`config.mk`:
```
export PLATFORM = sky130hd
export DESIGN_NAME = interval_timer
export DESIGN_NICKNAME = d
export VERILOG_FILES = /design/src/rtl/itmr_pkg.sv /design/src/rtl/itmr_ctrl.sv /design/src/rtl/itmr_counter.sv /design/src/rtl/interval_timer.sv
export SDC_FILE = /design/constraint.sdc
export NUM_CORES = 1
export LEC_CHECK = 0
export BUFFER_PORTS_ARGS = -buffer_cell sky130_fd_sc_hd__buf_2
export CORE_ASPECT_RATIO = 0.7
export CORE_UTILIZATION = 60
export DETAILED_ROUTE_END_ITERATION = 10
export GPL_ROUTABILITY_DRIVEN = 1
export GPL_TIMING_DRIVEN = 0
export PLACE_DENSITY = 0.8
export SYNTH_ARGS = -nofsm -noshare
export SYNTH_HDL_FRONTEND = slang
export SYNTH_SLANG_ARGS = --single-unit
```
`constraint.sdc`:
```
create_clock -name clk -period 4.54 [get_ports clk]
set_input_delay 0.454 -clock clk [delete_from_list [all_inputs] [get_ports clk]]
set_output_delay 0.454 -clock clk [all_outputs]
set_load 0.005 [all_outputs]
```
`src/rtl/itmr_pkg.sv`:
```
package itmr_pkg;

    localparam int BYTE_W = 8;
    localparam int CNT_W  = 2 * BYTE_W;

    typedef enum logic [2:0] {
        MODE_TERM   = 3'd0,
        MODE_STROBE = 3'd4
    } tmode_e;

    localparam logic [1:0] SEL_CH0  = 2'b00;
    localparam logic [1:0] SEL_RDBK = 2'b11;
    localparam logic [1:0] ACC_LOHI = 2'b11;

    typedef struct packed {
        logic [1:0] sel;
        logic [1:0] acc;
        logic [2:0] mode;
        logic       bcd;
    } ctl_word_t;

    typedef struct packed {
        logic       out;
        logic       nul;
        logic [1:0] acc;
        logic [2:0] mode;
        logic       bcd;
    } status_t;

    typedef enum logic [1:0] {
        CW_IGNORE,
        CW_MODE,
        CW_RDBK
    } cw_kind_e;

    function automatic cw_kind_e classify(input ctl_word_t w);
        if (w.sel == SEL_RDBK)
            return CW_RDBK;
        if (w.sel == SEL_CH0 && w.acc == ACC_LOHI && !w.bcd &&
            (w.mode == MODE_TERM || w.mode == MODE_STROBE))
            return CW_MODE;
        return CW_IGNORE;
    endfunction

    // read-back byte: bit 4 low asks for status, bit 1 picks the channel
    function automatic logic wants_status(input logic [BYTE_W-1:0] b);
        return !b[4] && b[1];
    endfunction

endpackage

```
`src/rtl/itmr_ctrl.sv`:
```
module itmr_ctrl
    import itmr_pkg::*;
(
    input  logic              clk,
    input  logic              rst,
    input  logic              wr_en,
    input  logic              rd_en,
    input  logic              port_sel,
    input  logic [BYTE_W-1:0] wdata,
    input  logic              out_lvl,
    input  logic              null_flag,
    output logic [BYTE_W-1:0] rdata,
    output logic              cfg_wr,
    output tmode_e            cfg_mode,
    output tmode_e            cur_mode,
    output logic              halt,
    output logic              cnt_wr,
    output logic [CNT_W-1:0]  cnt_val
);

    ctl_word_t        cw;
    cw_kind_e         kind;
    logic             is_ctl, is_dat, dat_ok, rdbk_hit;
    tmode_e           mode_q;
    logic [1:0]       acc_q;
    logic             hi_next;
    logic [BYTE_W-1:0] lo_q;
    status_t          stat_q;
    logic             stat_vld;

    always_comb begin
        cw       = ctl_word_t'(wdata);
        kind     = classify(cw);
        is_ctl   = wr_en && port_sel;
        is_dat   = wr_en && !port_sel;
        cfg_wr   = is_ctl && (kind == CW_MODE);
        cfg_mode = tmode_e'(cw.mode);
        rdbk_hit = is_ctl && (kind == CW_RDBK) && wants_status(wdata);
        dat_ok   = is_dat && (acc_q == ACC_LOHI);
        halt     = dat_ok && !hi_next;
        cnt_wr   = dat_ok && hi_next;
        cnt_val  = {wdata, lo_q};
        cur_mode = mode_q;
        rdata    = stat_vld ? BYTE_W'(stat_q) : '0;
    end

    always_ff @(posedge clk) begin
        if (rst) begin
            mode_q   <= MODE_TERM;
            acc_q    <= 2'b00;
            hi_next  <= 1'b0;
            lo_q     <= '0;
            stat_q   <= '0;
            stat_vld <= 1'b0;
        end else begin
            if (cfg_wr) begin
                mode_q  <= cfg_mode;
                acc_q   <= cw.acc;
                hi_next <= 1'b0;
            end
            if (halt) begin
                lo_q    <= wdata;
                hi_next <= 1'b1;
            end
            if (cnt_wr)
                hi_next <= 1'b0;
            if (rdbk_hit) begin
                stat_q   <= '{out: out_lvl, nul: null_flag, acc: acc_q,
                              mode: mode_q, bcd: 1'b0};
                stat_vld <= 1'b1;
            end else if (rd_en && !port_sel) begin
                stat_vld <= 1'b0;
            end
        end
    end

    AST_READ_CONSUMES: assert property (@(posedge clk) disable iff (rst)
        (rd_en && !port_sel && !wr_en) |=> (rdata == '0)) else $error("read did not consume status");

    AST_IGNORED_KEEPS_MODE: assert property (@(posedge clk) disable iff (rst)
        (is_ctl && kind == CW_IGNORE) |=> $stable(cur_mode)) else $error("ignored word changed mode");

endmodule

```
`src/rtl/itmr_counter.sv`:
```
module itmr_counter
    import itmr_pkg::*;
#(
    parameter int WIDTH = CNT_W
) (
    input  logic             clk,
    input  logic             rst,
    input  logic             cnt_en,
    input  logic             cfg_wr,
    input  tmode_e           cfg_mode,
    input  tmode_e           cur_mode,
    input  logic             halt,
    input  logic             cnt_wr,
    input  logic [WIDTH-1:0] cnt_val,
    output logic             out_lvl,
    output logic             null_flag,
    output logic             irq
);

    logic [WIDTH-1:0] cr_q, ce_q;
    logic             armed, load_pend, strobe, out_q, nul_q, irq_q;
    logic             quiet;

    always_comb begin
        quiet     = !cfg_wr && !cnt_wr && !halt;
        out_lvl   = out_q;
        null_flag = nul_q;
        irq       = irq_q;
    end

    // A loaded 0 wraps through all ones, so it expires after 2**WIDTH steps.
    always_ff @(posedge clk) begin
        if (rst) begin
            cr_q      <= '0;
            ce_q      <= '0;
            armed     <= 1'b0;
            load_pend <= 1'b0;
            strobe    <= 1'b0;
            out_q     <= 1'b0;
            nul_q     <= 1'b0;
            irq_q     <= 1'b0;
        end else begin
            irq_q <= 1'b0;
            if (cfg_wr) begin
                armed     <= 1'b0;
                load_pend <= 1'b0;
                strobe    <= 1'b0;
                nul_q     <= 1'b0;
                out_q     <= (cfg_mode == MODE_STROBE);
            end else if (halt) begin
                armed <= 1'b0;
            end else if (cnt_wr) begin
                cr_q      <= cnt_val;
                load_pend <= 1'b1;
                nul_q     <= 1'b1;
                armed     <= 1'b0;
                strobe    <= 1'b0;
                out_q     <= (cur_mode == MODE_STROBE);
            end else if (cnt_en) begin
                if (load_pend) begin
                    ce_q      <= cr_q;
                    load_pend <= 1'b0;
                    nul_q     <= 1'b0;
                    armed     <= 1'b1;
                end else if (armed) begin
                    ce_q <= ce_q - 1'b1;
                    if (ce_q == WIDTH'(1)) begin
                        armed <= 1'b0;
                        irq_q <= 1'b1;
                        if (cur_mode == MODE_STROBE) begin
                            out_q  <= 1'b0;
                            strobe <= 1'b1;
                        end else begin
                            out_q <= 1'b1;
                        end
                    end
                end else if (strobe) begin
                    strobe <= 1'b0;
                    out_q  <= 1'b1;
                end
            end
        end
    end

    AST_IRQ_SINGLE: assert property (@(posedge clk) disable iff (rst)
        irq_q |=> !irq_q) else $error("irq wider than one cycle");

    AST_TERM_RISE_IRQ: assert property (@(posedge clk) disable iff (rst)
        (cur_mode == MODE_TERM && $rose(out_q)) |-> irq_q) else $error("rise without irq");

    AST_STROBE_WIDTH: assert property (@(posedge clk) disable iff (rst)
        (cur_mode == MODE_STROBE && !out_q && cnt_en && quiet) |=> out_q) else $error("strobe too long");

    AST_NULL_CLEAR: assert property (@(posedge clk) disable iff (rst)
        (nul_q && cnt_en && quiet) |=> !nul_q) else $error("null count stuck");

    AST_NULL_SET: assert property (@(posedge clk) disable iff (rst)
        cnt_wr |=> nul_q) else $error("null count not set");

    AST_HOLD_NO_TICK: assert property (@(posedge clk) disable iff (rst)
        (!cnt_en && quiet) |=> $stable(out_q)) else $error("output moved without tick");

endmodule

```
`src/rtl/interval_timer.sv`:
```
module interval_timer
    import itmr_pkg::*;
(
    input  logic              clk,
    input  logic              rst,
    input  logic              cnt_en,
    input  logic              wr_en,
    input  logic              rd_en,
    input  logic              port_sel,
    input  logic [BYTE_W-1:0] wdata,
    output logic [BYTE_W-1:0] rdata,
    output logic              tmr_out,
    output logic              irq
);

    logic             cfg_wr, halt, cnt_wr, out_lvl, null_flag;
    tmode_e           cfg_mode, cur_mode;
    logic [CNT_W-1:0] cnt_val;

    itmr_ctrl u_ctrl (
        .clk       (clk),
        .rst       (rst),
        .wr_en     (wr_en),
        .rd_en     (rd_en),
        .port_sel  (port_sel),
        .wdata     (wdata),
        .out_lvl   (out_lvl),
        .null_flag (null_flag),
        .rdata     (rdata),
        .cfg_wr    (cfg_wr),
        .cfg_mode  (cfg_mode),
        .cur_mode  (cur_mode),
        .halt      (halt),
        .cnt_wr    (cnt_wr),
        .cnt_val   (cnt_val)
    );

    itmr_counter #(.WIDTH(CNT_W)) u_cnt (
        .clk       (clk),
        .rst       (rst),
        .cnt_en    (cnt_en),
        .cfg_wr    (cfg_wr),
        .cfg_mode  (cfg_mode),
        .cur_mode  (cur_mode),
        .halt      (halt),
        .cnt_wr    (cnt_wr),
        .cnt_val   (cnt_val),
        .out_lvl   (out_lvl),
        .null_flag (null_flag),
        .irq       (irq)
    );

    assign tmr_out = out_lvl;

    AST_RESET_IDLE: assert property (@(posedge clk)
        $past(rst) |-> (!tmr_out && !irq)) else $error("not idle after reset");

endmodule

```
# Word-level counts from Yosys, hierarchy flattened
# Index checks and enable logic that the tools add are counted.
[word_totals]
out_inout_bits = 10
register_bits = 60
word_cells = 112
inputBits = 14
[classes]
eq_ne = 14
addsub = 1
bitwise_logic = 5
reduce_logical = 37
mux = 38
[op_table]
columns = ["cell", "count"]
rows = [
  ["16-bit 2-to-1 mux", 2],
  ["1-bit 2-to-1 mux", 31],
  ["16-bit by 1-bit equality test with 1-bit output, second input constant", 1],
  ["16-bit by 1-bit subtractor with 16-bit output, second input constant", 1],
  ["5-bit AND reduction", 3],
  ["1-bit logical AND", 13],
  ["2-bit nonzero test", 5],
  ["3-bit inequality test, second input constant", 3],
  ["2-bit equality test, second input constant", 4],
  ["2-bit 2-to-1 mux", 4],
  ["8-bit 2-to-1 mux", 1],
  ["7-bit OR reduction", 1],
  ["3-bit equality test, second input constant", 2],
  ["3-bit AND reduction", 2],
  ["1-bit NOT", 5],
  ["1-bit zero test", 4],
  ["2-bit inequality test, second input constant", 2],
  ["4-bit inequality test, second input constant", 1],
  ["4-bit nonzero test", 1],
  ["2-bit OR reduction", 2],
  ["4-bit OR reduction", 1],
  ["3-bit zero test", 1],
  ["3-bit nonzero test", 1],
  ["2-bit by 1-bit equality test with 1-bit output, second input constant", 1],
  ["3 further kinds", 3],
]

# Depth between registers and ports, before layout
# Gate-level depths: netlist of run 1.
[depth]
ltp_word = 12
depth_mapped = 7
depth_no_buf = 7

# Hierarchy
# A second synthesis of run 1 with hierarchy kept.
[unflattened]
cells_unflattened = 367
area_unflattened_um2 = 2952.8
[by_module_without_submodules]
columns = ["module", "seq_area_each_um2", "area_each_um2", "n_inst", "cells_each"]
rows = [
  ["itmr_counter", 760.7, 1906.8, 1, 246],
  ["itmr_ctrl", 440.4, 1046.0, 1, 121],
]

# Worst setup path before layout of run 1
# No wires, ideal clock.
[synth_path]
path_type = "input port to flip-flop"
startpoint = "input port port_sel"
endpoint = "register u_cnt.ce_q[11]"
path_buffers = 1
stages = 6
t_required_ns = 4.466
arrival_ns = 1.698
setup_ns = 0.074
setup_slack_ns = 2.768
cell_sequence = "nor4bb_1 and4_4 or2_1 buf_2 or4_1 a31oi_1"
[synth_via]
elab_chain_len = 6
elab_cells_between_ends = 11
classes_between = "3 x bitwise; 8 x reduce/logical"
[synth_lines]
columns = ["item", "line", "text"]
rows = [
  ["start: declaration", "interval_timer.sv:9", "input logic port_sel,"],
  ["1-bit zero test", "itmr_ctrl.sv:35", "is_dat = wr_en && !port_sel;"],
  ["1-bit logical AND", "itmr_ctrl.sv:35", ""],
  ["1-bit logical AND", "itmr_ctrl.sv:39", "dat_ok = is_dat && (acc_q == ACC_LOHI);"],
  ["1-bit logical AND, on equally long branches", "itmr_ctrl.sv:41, itmr_ctrl.sv:40", ""],
  ["1-bit NOT (no source line)", "--", ""],
  ["5-bit AND reduction (no source line) (*)", "--", ""],
  ["end signal: assignment", "itmr_counter.sv:61", "ce_q <= cr_q;"],
  ["end signal: assignment", "itmr_counter.sv:66", "ce_q <= ce_q - 1'b1;"],
  ["end: declaration", "itmr_counter.sv:20", "logic [WIDTH-1:0] cr_q, ce_q;"],
]
# Mark *: on every way between the ends. The rest lies on a longest branch, timed or not.
# A chain may end at the register's enable or synchronous reset.

# Worst setup path in the final report of run 1
[layout_path]
startpoint = "register u_cnt.ce_q[12]"
endpoint = "register u_cnt.out_q, in the netlist u_cnt.out_lvl"
[layout_via]
elab_chain_len = 3
[layout_lines]
columns = ["item", "line", "text"]
rows = [
  ["16-bit by 1-bit equality test with 1-bit output", "itmr_counter.sv:67", "if (ce_q == WIDTH'(1)) begin"],
  ["4-bit inequality test (no source line)", "--", ""],
  ["5-bit AND reduction (no source line)", "--", ""],
  ["end signal: assignment", "itmr_counter.sv:49", "out_q <= (cfg_mode == MODE_STROBE);"],
  ["end signal: assignment", "itmr_counter.sv:58", "out_q <= (cur_mode == MODE_STROBE);"],
  ["end: declaration", "itmr_counter.sv:21", "logic armed, load_pend, strobe, out_q, nul_q, irq_q;"],
]
# No other way between the ends.

==> results of run 1 <==
==> metal layers <==
layer | wire, um | GRT usage (%) | vias up
met1 | 3320 | 45.4 | 1247
met5 | 0 | 0 | -
li1 | - | - | 1278
met2 | 3260 | 49.2 | 150
met4 | 159 | 13.3 | 0
met3 | 875 | 9.05 | 28
==> sequential cells by signal, indices dropped and copies added, names as in the netlist, 2 cells and up <==
register	count
u_ctrl.cur_mode	3
u_ctrl.lo_q	8
u_cnt.cr_q	16
u_ctrl.stat_q	7
u_cnt.ce_q	16
u_ctrl.acc_q	2
==> logic make-up (layout without fill, tap and decap cells) <==
kind of cell               after synthesis  count (layout)  synth area share [%]
buffers and inverters                   29              66                  5.58
AOI/OAI and AO/OA                       87              87                  18.9
muxes                                    8               8                  2.85
DFF                                     60              60                  42.8
and+or+nand+nor                        154             154                  28.8
adders and majority gates                2               2                 0.892
other                                    1               1                 0.134
==> layout make-up <==
type / instances / area, sq um
sequential: 60 / 1200
clock inverter: 4 / 95.1
buffer: 22 / 130
clock buffer: 12 / 155
multi-input combinational: 252 / 1450
inverter: 7 / 26.3
tap: 55 / 68.8
fill: 348 / 1170
timing repair buffer: 21 / 105
==> per-stage QoR <==
stage	setup slack (ps)	hold WS [ps]
2_1_floorplan	2770	428
3_3_place_gp	2400	439
3_5_place_dp	2390	450
4_1_cts	2390	313
5_1_grt	2220	349
6_report	2270	323
==> cells in the final DEF (no fill, tap or decap), types with 2 or more instances in the layout <==
cell type | Yosys | layout
buf_2 | 4 | 25
o21a_1 | 2 | 2
and3_1 | 2 | 2
and2_1 | 12 | 12
o22ai_1 | 4 | 4
clkbuf_1 | 11 | 12
nor3b_1 | 2 | 2
a31oi_1 | 9 | 9
ha_1 | 2 | 2
a21oi_1 | 35 | 35
a22oi_1 | 4 | 4
or4_1 | 3 | 3
nand2_1 | 60 | 60
nor3_1 | 8 | 8
nor4_1 | 6 | 6
nand3_1 | 9 | 9
a221oi_1 | 2 | 2
nor2_1 | 28 | 28
inv_1 | 7 | 7
bufinv_16 | 0 | 3
clkbuf_8 | 3 | 14
dfxtp_1 | 60 | 60
a211oi_1 | 3 | 3
mux2i_1 | 8 | 8
nor4_4 | 2 | 2
o211ai_1 | 2 | 2
nor4b_1 | 2 | 2
nand4_1 | 6 | 6
o21ai_0 | 17 | 17
o31ai_1 | 2 | 2
==> where the power goes <==
| group | switching (uW) | internal (uW) | leakage (uW) |
|---|---|---|---|
| sequential | 0.253 | 526 | 0.000483 |
| clock | 212 | 394 | 0.000127 |
| combinational | 21.9 | 10.5 | 0.000643 |
| total | 234 | 931 | 0.00125 |
==> how the worst max path moves through the flow <==
stage                        start        endpoint  depth (start not counted)  slack (ps)
finish              u_cnt.ce_q[12]   u_cnt.out_lvl                          5        2270
global route        u_cnt.ce_q[12]   u_cnt.out_lvl                          5        2220
CTS                 u_cnt.ce_q[12]   u_cnt.out_lvl                          5        2390
detailed placement        port_sel  u_cnt.ce_q[15]                          7        2390
global placement          port_sel  u_cnt.ce_q[15]                          7        2400
floorplan                 port_sel  u_cnt.ce_q[11]                          6        2770
==> critical path: stages (launching register included) <==
cell	delay, ps
dfxtp_1	370
nor4_1	640
nand4_1	350
or4_1	630
nand3_2	110
a221oi_2	50
==> run metrics, run 1 <==
post-synthesis sequential area ratio 42.8%; cell count after synthesis 341; die height approximately 60 um; syn avg cell area just over 8 sq um; IO Count 24; Worst VDD drop ~0.26 mV; placed insts 417; Post-CTS Setup Bufs 0; skew final about 5.9 ps; CTS resizes 0; Final HPWL DP about 5200 um; TritonCTS Sinks 60; CP Data Required Time 4770 ps; Clock Latency Late Sink 350 ps; wire length of the first global-routing pass 12400 um; Sum Neg Setup Slack 0 ps; Max Freq 441 MHz; worst hold path class input pin to register; clock buffer depth 2; Hold Startpoint rst; vias in the first global route 2520; Initial Util 63.7%; gr ovfl total 0; crit path max fanout 6; Startpoint Class register; CORE AREA 0.00440 sq mm; drt wl/cell 17.6 um; Remaining DRCs 0; Crit Path Class register to register; Leakage Power 0.00125 uW; area delta synth->final 15.1%; Finished Core Util 73.3%; max_slew headroom 50.8%; r2r startpoint u_cnt.ce_q[12]; Iteration-0 DRC Markers 351; WHS Endpoint u_cnt.ce_q[15]; vias 2703; R2R Path End u_cnt.out_lvl; post-layout instance area around 0.0032 sq mm; warnings from Yosys 0; Die X between 80 and 90 um; Pre-antenna DRT Iters 6; Post-synth top cells dfxtp_1, nand2_1, a21oi_1, nor2_1, o21ai_0; Max Cap Viol 0; cell taking the most area after synthesis dfxtp_1; Setup violations, final 0; r2r setup slk 2270 ps; critical path endpoint category register; largest cells by area after synthesis dfxtp_1, nand2_1, a21oi_1, nor2_1, o21ai_0; Post-synth EDFFs 0; CTS tree yes; Clock Tree Root clkbuf_8; prevailing post-synth register cell dfxtp_1; WHS Path Cells 2; fin crit period 2270 ps; R2R depth 5; final hold viol count 0; clk slew on worst S/H paths about 60 ps; layout cells sized above 1 between 15 and 20%; final net count 389; ANT nets after route 0; unrepaired setup endpoints after global routing no; Slew Viols, Final 0; CTS Buf Count 9; hold buffers post-CTS 0; critical path data arrival time 2500 ps; Area after DPL 0.00298 sq mm; Post-Layout Cell Count approximately 430; share of the synthesized area in the top cell type between 40 and 50%; outcome finished clean; GRT Total Usage 32.9%; Worst Tran Pin Value 735 ps; ys async rst share 0%; antenna fix cells 0; period utilisation layout 49.9%; Die ar. 0.00496 sq mm; Post-Syn Area ~0.0028 sq mm; syn nets between 300 and 400; I/O Buffers 21; DRT Wirelength between 7000 and 8000 um; H-tree levels 3; GPL Wtd Cong ~0.9; Yosys cell types 55; PD cells ~360 mW/mm^2; Tot Pwr 1170 uW; initial antenna violation count 0; number of vias per cell around 6.2; FP Rows 20; synthesized flop and latch total 60; largest net degree at the start of global routing 11
No activity file was read; power rests on OpenSTA's default activity.
==> inputs of run 2 (changes only) <==
- CORE_UTILIZATION: 60 -> 53
- PLACE_DENSITY: 0.8 -> 0.75
- clock period: 4.54 -> 1.9 ns (I/O delays scaled with it)
==> run 2 against run 1 <==
- the run now ends with setup timing left
- sequential power is 140% higher
- register-to-register slack got worse by 2300 ps
- via count up 1.8%
- worst hold slack got worse by 250 ps
- first-iteration DRC count down 17%
- die area rose by 13%
- setup slack worse by 2300 ps
- maximum frequency increased by 18%
- critical path depth is 2 higher
- critical path type unchanged
- highest routed layer unchanged
==> run metrics, run 2 (synthesis gave the netlist of run 1 again) <==
CTS Buf Count 9 (unchanged); crit path max fanout 5 (was 6); layout cells sized above 1 18.3% (was 15.1%); GRT Total Usage 29.0% (was 32.9%); Finished Core Util 66.9% (was 73.3%); final net count 393 (was 389); R2R Path End u_cnt.out_lvl (unchanged); vias in the first global route 2464 (was 2520); skew final 8.16 ps (was 5.87 ps); initial antenna violation count 0 (unchanged); I/O Buffers 21 (unchanged); Initial Util 56.8% (was 63.7%); wire length of the first global-routing pass 12000 um (was 12400 um); WHS Path Cells 2 (unchanged); crit-path max cell delay 570 ps (was 640 ps); Regs by FF count u_cnt.ce_q: 16 flops, u_cnt.cr_q: 16 flops, u_ctrl.lo_q: 8 flops (unchanged); worst slack, placed -208 ps (was 2390 ps); period utilisation layout 101% (was 49.9%); Pre-antenna DRT Iters 5 (was 6); Clock Tree Root clkbuf_8 (unchanged); vias 2753 (was 2703); fin crit period 1920 ps (was 2270 ps); Clock Latency Late Sink 350 ps (about the same); Sw Share 21.5% (was 20.1%); GPL Wtd Cong 0.855 (was 0.884); clk slew on worst S/H paths 70 ps (was 60 ps); Post-Layout Cell Count 451 (was 433); Max Freq 520 MHz (was 441 MHz); CTS tree yes (unchanged); Iteration-0 DRC Markers 292 (was 351); number of vias per cell 6.10 (was 6.24); Gate power share 3.0% (was 2.8%); failing checks setup timing; FP Rows 21 (was 20); CORE AREA 0.00494 sq mm (was 0.00440 sq mm); clock share of power 49.0% (was 52.0%); Die ar. 0.00559 sq mm (was 0.00496 sq mm); CP Data Required Time 2130 ps (was 4770 ps); Remaining DRCs 0 (unchanged); worst hold path class input pin to register (unchanged); Reg power frac 48.0% (was 45.2%); Crit Path Class register to register (unchanged); Leakage Power 0.00127 uW (was 0.00125 uW); largest net degree at the start of global routing 11 (unchanged); Startpoint Class register (unchanged); area delta synth->final 17.8% (was 15.1%); gr ovfl total 0 (unchanged); PD cells 792 mW/mm^2 (was 361 mW/mm^2); Setup violations, final 1 (was 0); CP max stage cell or4_1 (was nor4_1); R2R depth 7 (was 5); internal power 2060 uW (was 931 uW); Worst VDD drop 0.461 mV (was 0.261 mV); clock buffer depth 2 (unchanged); final hold viol count 0 (unchanged); commonest cells after routing, fill and taps aside nand2_1, dfxtp_1, a21oi_1 (unchanged); critical path data arrival time 2150 ps (was 2500 ps); Slew Viols, Final 0 (unchanged); antenna fix cells 0 (unchanged); Cell Chain, Critical Path inv_1 > ha_1 > nor4b_2 > nand4_1 > or4_1 > nand3_2 > a221oi_2 (was nor4_1 > nand4_1 > or4_1 > nand3_2 > a221oi_2); drt wl/cell 17.1 um (was 17.6 um); final setup margin -23.1 ps (was 2270 ps); DRT Wirelength 7710 um (was 7610 um); max_slew headroom 61.3% (was 50.8%); ANT nets after route 0 (unchanged); Worst Tran Pin Value 581 ps (was 735 ps); critical path endpoint category register (unchanged); Sw Pwr 564 uW (was 234 uW); WHS Endpoint u_cnt.ce_q[15] (unchanged); r2r setup slk -20 ps (was 2270 ps); unrepaired setup endpoints after global routing yes (was no); die height 62.9 um (was 59.2 um); TritonCTS Sinks 60 (unchanged); Final HPWL DP 5340 um (was 5250 um); hold buffers post-CTS 0 (unchanged); most common cell after layout, fill and taps aside nand2_1; r2r startpoint u_cnt.ce_q[1] (was u_cnt.ce_q[12]); Die X 89.0 um (was 83.7 um); IO Count 24 (unchanged); placed insts 431 (was 417); Hold Startpoint rst (unchanged); outcome complete, but fails checks (was finished clean); Max Cap Viol 0 (unchanged); H-tree levels 3 (unchanged)
[run 2: repair_timing]
item                                    in CTS  in global routing
setup buffers                                2                  2
endpoints found under the hold margin        0                  0
resized for setup                            6                 10
pin swaps                                    0                  3
endpoints found under the setup margin      11                 16
[run 2: critical path, delay by kind of cell (launching register included)]
kind,cells,cell delay [ps]
adder cells (fa/ha/maj),1,160
AO/OA/AOI/OAI,1,50
AND/OR/NAND/NOR,4,1110
buffers and inverters,1,100
flip-flops,1,380
[run 2: worst max path at each step]
stage	to	cells after the start	startpoint
2_1_floorplan	u_cnt.out_lvl	6	u_cnt.ce_q[0]
3_3_place_gp	u_cnt.out_lvl	6	u_cnt.ce_q[0]
3_5_place_dp	u_cnt.out_lvl	6	u_cnt.ce_q[0]
4_1_cts	u_cnt.strobe	8	u_cnt.ce_q[1]
5_1_grt	u_cnt.ce_q[8]	7	u_cnt.ce_q[1]
6_report	u_cnt.out_lvl	7	u_cnt.ce_q[1]
[run 2: area by class of cell]
type                       count  area, sq um
multi-input combinational    252         1500
fill                         450         1630
clock buffer                  12          145
tap                           69         86.3
buffer                        22          134
sequential                    60         1200
inverter                       7         26.3
clock inverter                 4         72.6
timing repair buffer          25          135
[run 2: power groups by stage]
stage               clock network, uW  registers, uW  logic (uW)
floorplan                           0           1290        37.0
global placement                    0           1290        74.2
detailed placement                  0           1290        73.9
CTS                              1300           1260        74.6
global route                     1350           1260        82.9
finish                           1280           1260        77.7
[run 2: metal layers]
metal	vias to the layer above	track usage (%)	share of wire (%)
li1	1296	-	-
met1	1324	40.0	46
met2	107	40.7	43
met3	26	9.64	8.4
met4	0	12.7	2.6
met5	-	0	0
[run 2: stage by stage]
stage | total power, uW | area (sq um) | hold WS [ps] | setup TNS, ps
floorplan | 1320 | 2810 | 324 | 0
global placement | 1360 | 3000 | 424 | -510
detailed placement | 1360 | 3000 | 432 | -613
CTS | 2640 | 3250 | 62.1 | 0
global route | 2690 | 3310 | 78.1 | -90.7
finish | 2620 | 3310 | 74.6 | -23.1
